==> src/rtl/dts_pkg.sv <==
package dts_pkg;
  typedef enum logic {
    LAUNCH_CAPTURE = 1'b0,
    LAUNCH_SHIFT   = 1'b1
  } launch_mode_e;

  typedef enum logic [2:0] {
    PH_IDLE    = 3'd0,
    PH_LOAD    = 3'd1,
    PH_LAUNCH  = 3'd2,
    PH_CAPTURE = 3'd3,
    PH_UNLOAD  = 3'd4
  } phase_e;
endpackage

==> src/rtl/dts_scan_cell.sv <==
module dts_scan_cell (
  input  logic clk_i,
  input  logic rst_ni,
  input  logic en_i,
  input  logic se_i,
  input  logic func_d_i,
  input  logic scan_d_i,
  output logic q_o
);
  always_ff @(posedge clk_i or negedge rst_ni) begin
    if (!rst_ni)   q_o <= 1'b0;
    else if (en_i) q_o <= se_i ? scan_d_i : func_d_i;
  end
endmodule

==> src/rtl/dts_sequencer.sv <==
module dts_sequencer
  import dts_pkg::*;
#(
  parameter int unsigned CHAIN_LEN = 8
) (
  input  logic clk_i,
  input  logic rst_ni,
  input  logic start_i,
  input  logic mode_i,
  output logic en_o,
  output logic se_o,
  output logic done_o
);
  localparam int unsigned CW = (CHAIN_LEN > 2) ? $clog2(CHAIN_LEN) : 1;
  localparam logic [CW-1:0] LAST = CW'(CHAIN_LEN - 1);

  phase_e       phase_q;
  launch_mode_e mode_q;
  logic [CW-1:0] cnt_q;

  always_ff @(posedge clk_i or negedge rst_ni) begin
    if (!rst_ni) begin
      phase_q <= PH_IDLE;
      mode_q  <= LAUNCH_CAPTURE;
      cnt_q   <= '0;
      done_o  <= 1'b0;
    end else begin
      done_o <= 1'b0;
      unique case (phase_q)
        PH_IDLE: if (start_i) begin
          phase_q <= PH_LOAD;
          mode_q  <= launch_mode_e'(mode_i);
          cnt_q   <= '0;
        end
        PH_LOAD: begin
          if (cnt_q == LAST) begin
            phase_q <= PH_LAUNCH;
            cnt_q   <= '0;
          end else cnt_q <= cnt_q + 1'b1;
        end
        PH_LAUNCH:  phase_q <= PH_CAPTURE;
        PH_CAPTURE: phase_q <= PH_UNLOAD;
        PH_UNLOAD: begin
          if (cnt_q == LAST) begin
            phase_q <= PH_IDLE;
            cnt_q   <= '0;
            done_o  <= 1'b1;
          end else cnt_q <= cnt_q + 1'b1;
        end
        default: phase_q <= PH_IDLE;
      endcase
    end
  end

  always_comb begin
    en_o = (phase_q != PH_IDLE);
    unique case (phase_q)
      PH_LOAD, PH_UNLOAD: se_o = 1'b1;
      PH_LAUNCH:          se_o = (mode_q == LAUNCH_SHIFT);
      default:            se_o = 1'b0;
    endcase
  end

  // launch style frozen for the whole run
  assert_mode_hold_R8: assert property (@(posedge clk_i) disable iff (!rst_ni)
    (phase_q != PH_IDLE) |=> $stable(mode_q));
  // single-cycle done, only out of unload
  assert_done_single_R7: assert property (@(posedge clk_i) disable iff (!rst_ni)
    done_o |=> !done_o);
  assert_done_after_unload_R7: assert property (@(posedge clk_i) disable iff (!rst_ni)
    done_o |-> ($past(phase_q) == PH_UNLOAD) && (phase_q == PH_IDLE));
  // capture always follows launch
  assert_launch_then_capture_R5: assert property (@(posedge clk_i) disable iff (!rst_ni)
    (phase_q == PH_LAUNCH) |=> (phase_q == PH_CAPTURE) && !se_o);
  // start inside a run does not restart the load
  assert_start_ignored_R9: assert property (@(posedge clk_i) disable iff (!rst_ni)
    (phase_q == PH_LOAD && cnt_q != LAST) |=> (phase_q == PH_LOAD) && (cnt_q == $past(cnt_q) + 1'b1));
endmodule

==> src/rtl/dts_scan_ctrl.sv <==
module dts_scan_ctrl #(
  parameter int unsigned CHAIN_LEN = 8
) (
  input  logic                 clk_i,
  input  logic                 rst_ni,
  input  logic                 start_i,
  input  logic                 mode_i,
  input  logic                 scan_in_i,
  input  logic [CHAIN_LEN-1:0] func_i,
  output logic [CHAIN_LEN-1:0] state_o,
  output logic                 scan_en_o,
  output logic                 scan_out_o,
  output logic                 done_o
);
  logic en_w, se_w;
  logic [CHAIN_LEN-1:0] chain_w;

  dts_sequencer #(.CHAIN_LEN(CHAIN_LEN)) u_seq (
    .clk_i  (clk_i),
    .rst_ni (rst_ni),
    .start_i(start_i),
    .mode_i (mode_i),
    .en_o   (en_w),
    .se_o   (se_w),
    .done_o (done_o)
  );

  for (genvar i = 0; i < CHAIN_LEN; i++) begin : g_cell
    logic scan_d;
    if (i == 0) begin : g_head
      assign scan_d = scan_in_i;
    end else begin : g_body
      assign scan_d = chain_w[i-1];
    end
    dts_scan_cell u_cell (
      .clk_i   (clk_i),
      .rst_ni  (rst_ni),
      .en_i    (en_w),
      .se_i    (se_w),
      .func_d_i(func_i[i]),
      .scan_d_i(scan_d),
      .q_o     (chain_w[i])
    );
  end

  assign state_o    = chain_w;
  assign scan_out_o = chain_w[CHAIN_LEN-1];
  assign scan_en_o  = se_w & en_w;

  // idle chain holds
  assert_idle_hold_R10: assert property (@(posedge clk_i) disable iff (!rst_ni)
    !en_w |=> $stable(chain_w));
  // every enabled scan cycle moves data one cell toward scan-out
  assert_shift_step_R2: assert property (@(posedge clk_i) disable iff (!rst_ni)
    (en_w && se_w) |=> (chain_w[CHAIN_LEN-1:1] == $past(chain_w[CHAIN_LEN-2:0]))
                       && (chain_w[0] == $past(scan_in_i)));
  // functional load takes func_i
  assert_func_load_R3: assert property (@(posedge clk_i) disable iff (!rst_ni)
    (en_w && !se_w) |=> (chain_w == $past(func_i)));
endmodule

==> config.mk <==
export PLATFORM = sky130hd
export DESIGN_NAME = dts_scan_ctrl
export DESIGN_NICKNAME = d
export VERILOG_FILES = /design/src/rtl/dts_pkg.sv /design/src/rtl/dts_scan_cell.sv /design/src/rtl/dts_sequencer.sv /design/src/rtl/dts_scan_ctrl.sv
export SDC_FILE = /design/constraint.sdc
export NUM_CORES = 1
export LEC_CHECK = 0
export BUFFER_PORTS_ARGS = -buffer_cell sky130_fd_sc_hd__buf_4
export CAP_MARGIN = 10
export CORE_ASPECT_RATIO = 1.2
export CORE_MARGIN = 2
export CORE_UTILIZATION = 50
export CTS_CLUSTER_DIAMETER = 150
export CTS_CLUSTER_SIZE = 12
export DETAILED_ROUTE_END_ITERATION = 10
export HOLD_SLACK_MARGIN = 0.06
export PLACE_DENSITY = 0.75
export SLEW_MARGIN = 10
export SYNTH_ARGS = -nofsm -noshare
export SYNTH_HDL_FRONTEND = slang
export SYNTH_SLANG_ARGS = --single-unit
==> constraint.sdc <==
create_clock -name clk_i -period 1.9 [get_ports clk_i]
set_clock_uncertainty 0.15 [all_clocks]
set_input_delay 0.285 -clock clk_i [delete_from_list [all_inputs] [get_ports clk_i]]
set_output_delay 0.285 -clock clk_i [all_outputs]
set_load 0.02 [all_outputs]
==> impl_metrics.sql, run 1 <==
INSERT INTO impl_metrics (metric_group, metric, value, unit) VALUES
('global_route', 'first_global_vias', '946', ''),
('placed_design', 'place_area', '0.00118', 'sq mm'),
('die', 'dieHeight', '54.1', 'um'),
('global_route', 'grt_util_all_layers', '22.9', '%'),
('power', 'power', '2.37', 'mW'),
('logic_synthesis', 'ys_seq_area_share', '38.2', '%'),
('timing', 'totalNegativeSetupSlack', '0', 'ps'),
('setup_path', 'r2r.worst_path.cells', '5', ''),
('die', 'num_rows', '18', ''),
('die', 'num_io_pins', '24', ''),
('timing', 'min_cycle_time_layout', '1860', 'ps'),
('drt', 'detailroute.via_count', '988', ''),
('layout', 'postLayoutCellArea', '0.00125', 'sq mm'),
('logic_synthesis', 'synth_top_area_share', '38.2', '%'),
('job', 'cap_violations', '0', ''),
('power', 'power.sequential.fraction', '29.9', '%'),
('setup_path', 'r2r_start', 'u_seq.cnt_q[0]', ''),
('timing', 'finalHoldWorstSlack', '91.6', 'ps'),
('timing', 'report.final.hold_viol_count', '0', ''),
('clocking', 'clk_path_buf_depth', '2', ''),
('power', 'sw_frac_of_total', '45.8', '%'),
('placed_design', 'dp_hpwl', '1840', 'um'),
('timing', 'slew_viol_final', '0', ''),
('power', 'intPower', '1.28', 'mW'),
('logic_synthesis', 'netlist_top_cells_area', 'dfrtp_1, mux2i_1, buf_4', ''),
('min_path', 'hold_path_startpoint', 'mode_i', ''),
('global_route', 'grt_antenna_before_repair', '0', ''),
('drt', 'drt_pass1_iterations', '4', ''),
('clocking', 'numCtsBuffers', '3', ''),
('clocking', 'cts_tree', 'done', ''),
('min_path', 'min_delay_worst_endpoint', 'u_seq.mode_q', ''),
('layout', 'syn2layout_area_growth', '19.0', '%'),
('logic_synthesis', 'synthesis.yosys.warnings', '0', ''),
('global_route', 'grt_max_degree', '21', ''),
('timing', 'tightestPinTransition', '356', 'ps'),
('clocking', 'latest_clock_arrival_within_the_worst_skew_pair', '300', 'ps'),
('logic_synthesis', 'synth_enable_flop_cells', '0', ''),
('layout', 'final-instance-count-excl-fill', '155', ''),
('timing', 'grt_setup_unrepaired', 'no', ''),
('timing', 'achievable-frequency', '0.539', 'GHz'),
('logic_synthesis', 'ys.flop_type', 'dfrtp_1', ''),
('setup_path', 'worst-path-max-fanout', '10', ''),
('outcome', 'status', 'complete, no violations', ''),
('power', 'total_leakage_power', '0.576', 'nW'),
('drt', 'route.detailed.wl_per_inst', '16.4', 'um'),
('die', 'die_w', '45.8', 'um'),
('logic_synthesis', 'net_count_synth', '131', ''),
('drt', 'initialDrtViolationCount', '16', ''),
('drt', 'drt-vias-per-instance', '6.37', ''),
('power', 'p_switching', '1.09', 'mW'),
('logic_synthesis', 'fraction_of_synthesis_flops_using_an_asynchronous_set_or_reset_pin', '100', '%'),
('layout', 'n_antenna_cell', '0', ''),
('placed_design', 'dp.cells', '148', ''),
('drt', 'routed_wl', '2540', 'um'),
('setup_path', 'worst_setup_path_end_kind', 'output port', ''),
('layout', 'fin_nets', '151', ''),
('setup_path', 'r2r_setup_slack', '300', 'ps'),
('clocking', 'clk_pin_slew', '110', 'ps'),
('logic_synthesis', 'syn_area', '0.00105', 'sq mm'),
('setup_path', 'worst_setup_path_start_kind', 'register', ''),
('global_route', 'grt_pass1_wl', '4090', 'um'),
('logic_synthesis', 'synth_seq_cells', '16', ''),
('min_path', 'hold_path.class', 'in2reg', ''),
('clocking', 'cts.sink_count', '16', ''),
('logic_synthesis', 'synth.lib_cells_used.distinct', '37', ''),
('logic_synthesis', 'synth_most_common_cell', 'dfrtp_1', ''),
('setup_path', 'critical_path.reg2reg.endpoint', 'u_seq.cnt_q[0]', ''),
('power', 'combPwrFrac', '60.2', '%'),
('power', 'power.clock.fraction', '9.9', '%'),
('layout', 'drive_above_1_share', '31.1', '%'),
('logic_synthesis', 'synthesis.area_per_instance', '9.03', 'sq um');
## how the worst max path moves through the flow
| stage | from | end | slack [ps] | depth (start not counted) |
|---|---|---|---|---|
| after floorplan | u_seq.phase_q[1] | scan_en_o | 340 | 3 |
| after global placement | u_seq.phase_q[0] | scan_en_o | 360 | 4 |
| after detailed placement | u_seq.cnt_q[0] | u_seq.cnt_q[2] | 330 | 4 |
| after CTS | u_seq.phase_q[1] | scan_en_o | 3 | 4 |
| after global routing | u_seq.phase_q[0] | scan_en_o | 2 | 4 |
| final | u_seq.phase_q[1] | scan_en_o | 40 | 4 |
## metrics by stage
stage,setup WS (ps),util [%]
global placement,363,58.0
finish,44.4,61.5
detailed placement,327,58.0
floorplan,337,-
global route,1.99,61.5
CTS,2.86,60.3
## cells by family (layout without fill, tap and decap cells)
family	after synthesis	count (layout)	synth area share, %
adders and majority gates	3	3	3.46
and+or+nand+nor	30	30	13.6
AOI/OAI and AO/OA	41	41	27.0
buffers and inverters	19	38	10.9
DFF	16	16	38.2
muxes	7	7	6.81
## cell type report
cell class                 instances  area [sq um]  area share, %
inverter                           4          15.0           1.20
tap                               20          25.0           2.01
clock buffer                       4          36.3           2.91
sequential                        16           402           32.2
timing repair buffer              30           231           18.6
multi-input combinational         81           537           43.1
## metal layers
layer | vias to the layer above | share of wire, % | GRT usage [%]
met1 | 487 | 39 | 26.1
met4 | 0 | 0.47 | 5.71
met5 | - | 0 | 0
li1 | 460 | - | -
met3 | 2 | 5.4 | 3.02
met2 | 39 | 55 | 43.9
## worst max-delay path, stage by stage, from the launching register on
cell and delay [ps]:
dfrtp_2 460, and2b_2 280, a21oi_2 130, mux2i_1 80
buf_4 160
## state kept, by name, summed over array words and instances, names as in the netlist
signal / count
u_seq.mode_q: 1
u_seq.done_o: 1
g_cell.u_cell.q_o: 8
u_seq.phase_q: 3
u_seq.cnt_q: 3
## power groups by stage
stage / Combinational [mW] / Clock [mW] / Sequential [mW]
after global placement: 1.33 / 0 / 0.688
final: 1.43 / 0.236 / 0.707
after floorplan: 1.12 / 0 / 0.658
after detailed placement: 1.38 / 0 / 0.707
after CTS: 1.39 / 0.241 / 0.700
after global routing: 1.56 / 0.257 / 0.733
## repair_timing
item	in CTS	in global routing
setup buffers	0	2
hold buffers	1	0
setup endpoints to repair	0	1
hold endpoints to repair	16	0
resized for setup	0	4
## placed cells by master, fill, tap and decap left out, types with 2 or more instances in the layout
cell      synthesis  routed
o21ai_1           8       8
clkbuf_4          0       3
buf_4             8      28
nand2b_1          2       2
a21oi_1           3       3
o22ai_1           7       7
and3_1            2       2
mux2i_1           6       6
inv_1             2       2
dfrtp_1          16      15
nand2_1           8       8
nor2_1           12      12
a221oi_1          6       6
o21ai_0           5       5
ha_1              2       2
o211ai_1          2       2
(Power assumes the default switching activity.)
==> inputs of run 2 (changes only) <==
- CAP_MARGIN: 10 -> 20
- SETUP_SLACK_MARGIN: not set -> 0.3
==> run 2 against run 1 <==
Compared with the run above: total power is 2.7% higher; routed wire length is 5.4% higher; die area stayed put; maximum frequency is 2.3% higher; first-iteration DRC count is 110% higher; sequential share of layout area is 0.73 points lower; final area is 2.3% higher; cell count is 1.9% higher; worst hold slack better by 3.2 ps; largest power group unchanged.
==> impl_metrics.sql, run 2 (same netlist as run 1, synthesis figures left out) <==
INSERT INTO impl_metrics (metric_group, metric, value, unit) VALUES
('setup_path', 'r2r_setup_slack', '290', 'ps'),
('setup_path', 'worst_setup_path_end_kind', 'output port', ''),
('power', 'power', '2.43', 'mW'),
('clocking', 'clk_root_buffer_cell', 'clkbuf_4', ''),
('power', 'p_switching', '1.12', 'mW'),
('setup_path', 'timing.setup.critical_path_class', 'reg2out', ''),
('min_path', 'hold_path.class', 'in2reg', ''),
('drt', 'detail_route.wirelength.met1', '985', 'um'),
('power', 'max-vdd-ir-drop', '892', 'uV'),
('job', 'cap_violations', '0', ''),
('placed_design', 'detailedPlace.worstSlack', '327', 'ps'),
('timing', 'achievable-frequency', '0.551', 'GHz'),
('layout', 'fillerInstances', '184', ''),
('global_route', 'grt_max_degree', '21', ''),
('global_route', 'grt_util_all_layers', '23.7', '%'),
('setup_path', 'critical_path.startpoint', 'u_seq.phase_q[0]', ''),
('drt', 'drt_pass1_iterations', '4', ''),
('layout', 'drive_above_1_share', '34.8', '%'),
('die', 'initial_core_utilization', '51.7', '%'),
('drt', 'drt-vias-per-instance', '6.32', ''),
('timing', 'setup_slack', '86.3', 'ps'),
('layout', 'max_flop_register', 'g_cell.u_cell.q_o', ''),
('layout', 'fin_nets', '154', ''),
('drt', 'routed_wl', '2680', 'um'),
('power', 'sw_frac_of_total', '45.9', '%'),
('power', 'power.clock.fraction', '9.6', '%'),
('layout', 'largest_reg_flops', '8', ''),
('timing', 'slew_viol_final', '0', ''),
('die', 'dieHeight', '54.1', 'um'),
('power', 'combPwrFrac', '61.4', '%'),
('power', 'power.sequential.fraction', '29.0', '%'),
('clocking', 'numCtsBuffers', '3', ''),
('layout', 'largest_registers', 'g_cell.u_cell.q_o: 8 flops, u_seq.cnt_q: 3 flops, u_seq.phase_q: 3 flops', ''),
('clocking', 'clk_pin_slew', '90', 'ps'),
('layout', 'multi_input_comb_area', '543', 'sq um'),
('drt', 'drc_errors', '0', ''),
('timing', 'report.final.hold_viol_count', '0', ''),
('power', 'power.density_cell_area', '1910', 'mW/mm^2'),
('layout', 'syn2layout_area_growth', '21.7', '%'),
('drt', 'detailroute.via_count', '998', ''),
('drt', 'wl_met3', '125', 'um'),
('drt', 'route.antenna.remaining_nets', '0', ''),
('clocking', 'clk_path_buf_depth', '2', ''),
('clocking', 'latest_clock_arrival_within_the_worst_skew_pair', '300', 'ps'),
('drt', 'maxUsedRoutingLayer', 'met4', ''),
('global_route', 'first_global_vias', '982', ''),
('power', 'intPower', '1.32', 'mW'),
('clocking', 'cts.sink_count', '16', ''),
('timing', 'max_slew_margin', '75.5', '%'),
('placed_design', 'place_congestion', '0.786', ''),
('global_route', 'overflow', '0', ''),
('placed_design', 'numPortBuffers', '23', ''),
('placed_design', 'place_area', '0.00118', 'sq mm'),
('setup_path', 'worst_ep_arrival_time', '1380', 'ps'),
('timing', 'tightestPinTransition', '366', 'ps'),
('setup_path', 'cp-endpoint', 'scan_en_o', ''),
('drt', 'route.detailed.wl_per_inst', '17.0', 'um'),
('setup_path', 'critical_path.reg2reg.endpoint', 'g_cell[0].u_cell.q_o', ''),
('placed_design', 'dp.cells', '148', ''),
('die', 'num_io_pins', '24', ''),
('setup_path', 'worst_setup_path_start_kind', 'register', ''),
('outcome', 'status', 'complete, no violations', ''),
('global_route', 'grt_antenna_before_repair', '0', ''),
('layout', 'final_cell_mix', 'buf_4, dfrtp_1, nor2_1, nand2_1, o21ai_1', ''),
('clocking', 'cts_tree', 'done', ''),
('layout', 'post-route-util', '62.9', '%'),
('layout', 'mostFrequentLayoutCell', 'buf_4', ''),
('die', 'die_w', '45.8', 'um'),
('clocking', 'htree_num_levels', '1', ''),
('timing', 'totalNegativeSetupSlack', '0', 'ps'),
('setup_path', 'r2r_start', 'u_seq.phase_q[0]', ''),
('timing', 'setup-violations-final', '0', ''),
('placed_design', 'dp_hpwl', '1840', 'um'),
('layout', 'sequential_cell_area', '402', 'sq um'),
('setup_path', 'r2r.worst_path.cells', '5', ''),
('die', 'die_area', '0.00248', 'sq mm'),
('timing', 'grt_setup_unrepaired', 'yes', ''),
('setup_path', 'worst-path-max-fanout', '4', ''),
('drt', 'initialDrtViolationCount', '34', ''),
('setup_path', 'worst_ep_required_time', '1460', 'ps'),
('timing', 'finalHoldWorstSlack', '94.9', 'ps'),
('layout', 'final-instance-count-excl-fill', '158', ''),
('drt', 'met2_wirelength', '1540', 'um'),
('die', 'num_rows', '18', ''),
('layout', 'n_antenna_cell', '0', ''),
('die', 'core', '0.00203', 'sq mm'),
('timing', 'min_cycle_time_layout', '1810', 'ps'),
('global_route', 'grt_pass1_wl', '4230', 'um'),
('power', 'total_leakage_power', '0.586', 'nW'),
('timing', 'min_period_over_period', '95.5', '%'),
('layout', 'postLayoutCellArea', '0.00127', 'sq mm');
-- run 2: metal layers --
layer	vias up	track usage, %
met2	36	44.4
met1	493	26.9
met4	0	8.10
li1	464	-
met3	5	3.36
met5	-	0
-- run 2: power by group through the flow --
stage / sequential, mW / combinational, mW / clock (mW)
5_1_grt: 0.728 / 1.63 / 0.258
4_1_cts: 0.696 / 1.44 / 0.241
6_report: 0.705 / 1.49 / 0.233
3_5_place_dp: 0.707 / 1.38 / 0
3_3_place_gp: 0.688 / 1.33 / 0
2_1_floorplan: 0.658 / 1.12 / 0
-- run 2: layout make-up --
cell class,instances,share of cell area [%]
multi-input combinational,81,42.6
sequential,16,31.5
timing repair buffer,33,19.9
clock buffer,4,2.85
tap,20,1.96
inverter,4,1.18
-- run 2: worst min-delay path by stage --
stage	startpoint	end	slack, ps	depth (start not counted)
after global routing	mode_i	u_seq.mode_q	70	3
final	mode_i	u_seq.mode_q	90	3
after detailed placement	rst_ni	g_cell[5].u_cell.q_o	5	1
after floorplan	rst_ni	g_cell[0].u_cell.q_o	-160	0
after CTS	mode_i	u_seq.mode_q	80	3
after global placement	rst_ni	g_cell[5].u_cell.q_o	8	1
-- run 2: worst max-delay path, cell delays in order, from the launching register on --
cell,delay (ps)
dfrtp_1,430
buf_6,130
or2_4,250
mux2i_1,120
buf_4,160
-- run 2: timing repair --
item,in CTS,in global routing
pin swaps,0,1
setup endpoints to repair,1,5
endpoints found under the hold margin,16,0
hold buffers,1,0
buffers inserted,3,2
resized for setup,5,2
